[src/rtl/pcm_deframer_pkg.sv]
package pcm_deframer_pkg;
    typedef enum logic [1:0] {
        ST_HUNT  = 2'd0,
        ST_START = 2'd1,
        ST_BITS  = 2'd2
    } dfr_state_e;
endpackage

[src/rtl/pcm_slot_timer.sv]
module pcm_slot_timer #(
    parameter int OVS = 16
) (
    input  logic clk,
    input  logic rst_n,
    input  logic tick,
    input  logic restart,
    input  logic active,
    output logic strobe
);
    localparam int CW   = $clog2(OVS);
    localparam int HALF = OVS / 2;

    logic [CW-1:0] cnt_d, cnt_q;

    always_comb begin
        cnt_d  = cnt_q;
        strobe = 1'b0;
        if (tick) begin
            if (restart) begin
                cnt_d = CW'(HALF - 1);
            end else if (active) begin
                if (cnt_q == '0) begin
                    strobe = 1'b1;
                    cnt_d  = CW'(OVS - 1);
                end else begin
                    cnt_d = cnt_q - 1'b1;
                end
            end
        end
    end

    always_ff @(posedge clk or negedge rst_n) begin
        if (!rst_n) cnt_q <= '0;
        else        cnt_q <= cnt_d;
    end

    AST_STROBE_RELOAD: assert property (@(posedge clk) disable iff (!rst_n)
        strobe |=> (cnt_q == CW'(OVS - 1)));

endmodule

[src/rtl/pcm_parity_chk.sv]
module pcm_parity_chk #(
    parameter int W = 8
) (
    input  logic [W-1:0] bits,
    output logic         odd
);
    assign odd = ^bits;
endmodule

[src/rtl/pcm_deframer.sv]
module pcm_deframer
    import pcm_deframer_pkg::*;
#(
    parameter int DATA_W = 7,
    parameter int OVS    = 16
) (
    input  logic              clk,
    input  logic              rst_n,
    input  logic              os_tick,
    input  logic              line_in,
    input  logic              sync_mode,
    input  logic              word_start,
    input  logic              parity_en,
    output logic [DATA_W-1:0] code_out,
    output logic              code_valid,
    output logic              parity_err,
    output logic              frame_err
);
    localparam int SLOT_W    = $clog2(DATA_W + 3);
    localparam int STOP1_IDX = DATA_W + 1;

    typedef struct packed {
        dfr_state_e        state;
        logic [SLOT_W-1:0] slot;
        logic [DATA_W-1:0] shreg;
        logic              stop1;
        logic              line_prev;
        logic [DATA_W-1:0] code;
        logic              valid;
        logic              perr;
        logic              ferr;
    } dfr_regs_t;

    dfr_regs_t r_d, r_q;

    logic strobe;
    logic restart;
    logic active;
    logic begin_word;
    logic par_odd;

    pcm_slot_timer #(.OVS(OVS)) u_timer (
        .clk     (clk),
        .rst_n   (rst_n),
        .tick    (os_tick),
        .restart (restart),
        .active  (active),
        .strobe  (strobe)
    );

    pcm_parity_chk #(.W(DATA_W + 1)) u_parity (
        .bits (({r_q.stop1, r_q.shreg})),
        .odd  (par_odd)
    );

    assign begin_word = os_tick && (sync_mode ? word_start
                                              : (r_q.line_prev && !line_in));
    assign restart    = (r_q.state == ST_HUNT) && begin_word;
    assign active     = (r_q.state != ST_HUNT);

    always_comb begin
        logic perr_now;
        logic ferr_now;
        r_d       = r_q;
        r_d.valid = 1'b0;
        r_d.perr  = 1'b0;
        r_d.ferr  = 1'b0;
        perr_now  = 1'b0;
        ferr_now  = 1'b0;
        if (os_tick) r_d.line_prev = line_in;

        unique case (r_q.state)
            ST_HUNT: begin
                if (begin_word) r_d.state = ST_START;
            end
            ST_START: begin
                if (strobe) begin
                    if (!line_in) begin
                        r_d.state = ST_BITS;
                        r_d.slot  = SLOT_W'(1);
                    end else begin
                        r_d.state = ST_HUNT;
                        r_d.ferr  = sync_mode;
                    end
                end
            end
            ST_BITS: begin
                if (strobe) begin
                    if (r_q.slot <= SLOT_W'(DATA_W)) begin
                        r_d.shreg = {line_in, r_q.shreg[DATA_W-1:1]};
                        r_d.slot  = r_q.slot + 1'b1;
                    end else if (r_q.slot == SLOT_W'(STOP1_IDX)) begin
                        r_d.stop1 = line_in;
                        r_d.slot  = r_q.slot + 1'b1;
                    end else begin
                        perr_now  = parity_en && par_odd;
                        ferr_now  = !line_in;
                        r_d.state = ST_HUNT;
                        r_d.perr  = perr_now;
                        r_d.ferr  = ferr_now;
                        if (!perr_now && !ferr_now) begin
                            r_d.valid = 1'b1;
                            r_d.code  = r_q.shreg;
                        end
                    end
                end
            end
            default: r_d.state = ST_HUNT;
        endcase
    end

    always_ff @(posedge clk or negedge rst_n) begin
        if (!rst_n) begin
            r_q           <= '0;
            r_q.state     <= ST_HUNT;
            r_q.line_prev <= 1'b1;
        end else begin
            r_q <= r_d;
        end
    end

    assign code_out   = r_q.code;
    assign code_valid = r_q.valid;
    assign parity_err = r_q.perr;
    assign frame_err  = r_q.ferr;

    AST_VALID_ONE_CYCLE: assert property (@(posedge clk) disable iff (!rst_n)
        code_valid |=> !code_valid);
    AST_VALID_NO_FLAG: assert property (@(posedge clk) disable iff (!rst_n)
        code_valid |-> !(parity_err || frame_err));
    AST_CODE_HELD: assert property (@(posedge clk) disable iff (!rst_n)
        !code_valid |-> $stable(code_out));
    AST_PERR_NEEDS_EN: assert property (@(posedge clk) disable iff (!rst_n)
        parity_err |-> $past(parity_en));
    AST_HUNT_AFTER_FERR: assert property (@(posedge clk) disable iff (!rst_n)
        frame_err |-> (r_q.state == ST_HUNT));
    AST_SYNC_NEEDS_MARKER: assert property (@(posedge clk) disable iff (!rst_n)
        (r_q.state == ST_HUNT && sync_mode && !word_start) |=> (r_q.state == ST_HUNT));

endmodule

[config.mk]
export PLATFORM = sky130hd
export DESIGN_NAME = pcm_deframer
export DESIGN_NICKNAME = d
export VERILOG_FILES = /design/src/rtl/pcm_deframer_pkg.sv /design/src/rtl/pcm_slot_timer.sv /design/src/rtl/pcm_parity_chk.sv /design/src/rtl/pcm_deframer.sv
export SDC_FILE = /design/constraint.sdc
export NUM_CORES = 1
export LEC_CHECK = 0
export BUFFER_PORTS_ARGS = -buffer_cell sky130_fd_sc_hd__buf_2
export CAP_MARGIN = 0
export CELL_PAD_IN_SITES_DETAIL_PLACEMENT = 1
export CELL_PAD_IN_SITES_GLOBAL_PLACEMENT = 1
export CORE_MARGIN = 2
export CORE_UTILIZATION = 49
export CTS_CLUSTER_DIAMETER = 50
export DETAILED_ROUTE_END_ITERATION = 8
export GPL_TIMING_DRIVEN = 0
export PLACE_DENSITY = 0.83
export SLEW_MARGIN = 20
export SYNTH_ARGS = -nofsm -noshare
export SYNTH_HDL_FRONTEND = slang
export SYNTH_HIERARCHICAL = 1
export SYNTH_SLANG_ARGS = --single-unit
[constraint.sdc]
create_clock -name clk -period 5 [get_ports clk]
set_input_delay 1.25 -clock clk [delete_from_list [all_inputs] [get_ports clk]]
set_output_delay 1.25 -clock clk [all_outputs]
set_load 0.1 [all_outputs]
==> run metrics <==
pwr dens=362 nW/um^2; total wire length=3.01 mm; Final Util=between 50% and 60%; Routed wire per std cell=14.9 um; maximum vdd drop=201 uV; syn_nets=150; Initial Utilization=51.1%; Area Growth Syn to Fin=11.9%; Compound-Gate Fraction of Synth Area=~13%; hold buffers post-CTS=0; Hold Path End=code_out[1]$_DFFE_PN0P_; diode count=0; worst r2r src=r_q[23]$_DFFE_PN0P_; max_cap viols=0; mux contribution to synthesized area=12.2%; Seq cells post-synth=29; Die X=60.4 um; Register-to-Register Path Depth=11; hold crit path type=register to register; FP Rows=20; H-tree Lvls=2; sequential area share after synthesis=a little under half; xor and xnor fraction of the mapped netlist area=3.93%; initial antenna violation count=0; largest family of logic cells by synthesized area=compound AO/OA/AOI/OAI gates; CTS Buf Count=5; Total GRT Usage=19.7%; setup TNS=0 ns; clock root cell=clkbuf_4; Chip Height=60.4 um; Fin. Hold Viols=0; most frequent cells in the layout=dfrtp_1, mux2_2, buf_2, buf_4, inv_1; io pins=17; clk buf depth=2; routed vias/inst=5.33; total gr overflow=0; fmax=~0.31 GHz; RSZ-0062 raised after global routing=no; Tcrit/Tclk final=between 60 and 70%; Leak=0.867 nW; Async SR Flop Fraction=100%; global placement routability congestion=0.813; Cell Area, Synth=~1600 sq um; vias in the first global route=1134; clock skew=roughly 0.01 ns; Worst Setup Start Kind=input port; EDFF count, synth=0; CTS sink cnt=29; drt first pass iters=3; clk_lat worst skew=~0.33 ns; yosys warns=6; vias=1077; Rel. slew slack=approximately 57%; max-slew violations=0; hold wc startpoint=code_out[1]$_DFFE_PN0P_; initial drt markers=39; Post-CTS Setup Bufs=0; reg2reg setup slack=2.48 ns; CP Max Fanout=10; Syn Inst Count=136; IO buf count=15; post-synth cell types=39; Synth Area per Inst=between 10 and 15 sq um; estimated wirelength of the detail-placed design=2.24 mm; commonest non-fill, non-tap cell in the layout=dfrtp_1; outcome=completed; final setup fails=0; Critical Path AT=3.40 ns; Die Area=3650 sq um; fin nets=around 170; Synth Flop Type=dfrtp_1; pin count of the biggest net entering global routing=30; Post-DRT Antenna Nets=0; core area=3050 sq um; first-pass GRT wire length=5.25 mm; non-filler instance count after layout=between 200 and 250; # resized after CTS=0; FF-to-FF End=code_out[4]$_DFFE_PN0P_; Crit Path Class=input port to register; Synth Area in Adders=5.61%; DRC=0; Final Critical Period=3.19 ns; Required @ worst endpoint=5.21 ns; critical path capture point type=register; dpl cells=195; CTS tree=yes; Slew @ Worst Pin=~0.64 ns; share of cells above drive strength 1=37.3%; Reg clk slew, reported paths=0.09 ns; WHS Path Cells=1; simple-gate share of the synthesized area=12.2%
==> where the power goes <==
part	total [mW]	switching, mW	leakage (nW)	internal [mW]
sequential	0.292	0.0291	0.390	0.263
clock	0.145	0.0791	0.0314	0.0663
combinational	0.195	0.112	0.445	0.0832
==> area by class of cell <==
| class | count | area [sq um] |
|---|---|---|
| clock buffer | 7 | 55.1 |
| buffer | 10 | 75.1 |
| sequential | 29 | 727 |
| timing repair buffer | 15 | 75.1 |
| fill | 346 | 1310 |
| multi-input combinational | 88 | 724 |
| tap | 44 | 55.1 |
| inverter | 9 | 33.8 |
==> Yosys cell counts (2+ instances only) <==
library cell  count  share of area, %
dfrtp_1          28                45
mux2_2           16                12
buf_4            10               4.8
inv_1             8               1.9
a21oi_1           7               2.2
ha_1              7               5.6
nor2_1            6               1.4
o21ai_0           6               1.9
xnor2_1           6               3.4
nand2_1           4              0.96
a31oi_1           3               1.2
nor2b_1           3               1.2
nand2b_1          2              0.80
nand3_1           2              0.64
nand3_2           2               1.3
o21a_1            2              0.96
o22a_1            2               1.1
==> how the worst max path moves through the flow <==
stage	start	endpoint	slack (ns)	depth (start not counted)
finish	os_tick	code_out[4]$_DFFE_PN0P_	1.81	11
global route	os_tick	code_out[4]$_DFFE_PN0P_	1.63	11
CTS	os_tick	code_out[4]$_DFFE_PN0P_	1.80	11
detailed placement	os_tick	code_out[4]$_DFFE_PN0P_	1.43	11
global placement	os_tick	code_out[5]$_DFFE_PN0P_	1.57	11
floorplan	line_in	code_out[0]$_DFFE_PN0P_	1.88	11
==> sequential cells by signal, indices dropped and copies added, names as in the netlist <==
register	flops
r_q	15
code_out	7
frame_err	1
parity_err	1
u_timer/cnt_q	4
code_valid	1
==> per-stage QoR <==
step | cell area, sq um | hold WS [ns] | total power, mW | setup WS [ns]
floorplan | 1560 | 0.473 | 0.441 | 1.88
global placement | 1690 | 0.490 | 0.477 | 1.57
detailed placement | 1690 | 0.497 | 0.491 | 1.43
CTS | 1750 | 0.517 | 0.639 | 1.80
global route | 1750 | 0.527 | 0.679 | 1.63
finish | 1750 | 0.513 | 0.632 | 1.81
==> critical path, cell delays in order <==
cell and delay, ns:
buf_2 0.16, nor4bb_1 0.16, a31oi_1 0.30, nor2_1 0.20, nand2b_1 0.21, nor4_2 0.20
buf_4 0.22, nand3_2 0.11, nor2_2 0.13, nand3_4 0.15, mux2_2 0.31
==> cell families after synthesis <==
logic type / count (synthesis)
XOR/XNOR: 7
AND/OR/NAND/NOR: 29
AO/OA/AOI/OAI: 28
multiplexers: 17
buffers and inverters: 19
flip-flops: 29
adder cells (fa/ha/maj): 7
==> metal layers <==
metal	track usage, %	share of wire (%)	wire length [um]	vias to the layer above
met3	5.12	2.7	81	7
li1	-	-	-	513
met4	8.39	1.8	54	0
met2	33.4	51	1540	14
met1	23.8	44	1340	543
met5	0	0	0	-
No activity file was read; power rests on OpenSTA's default activity.
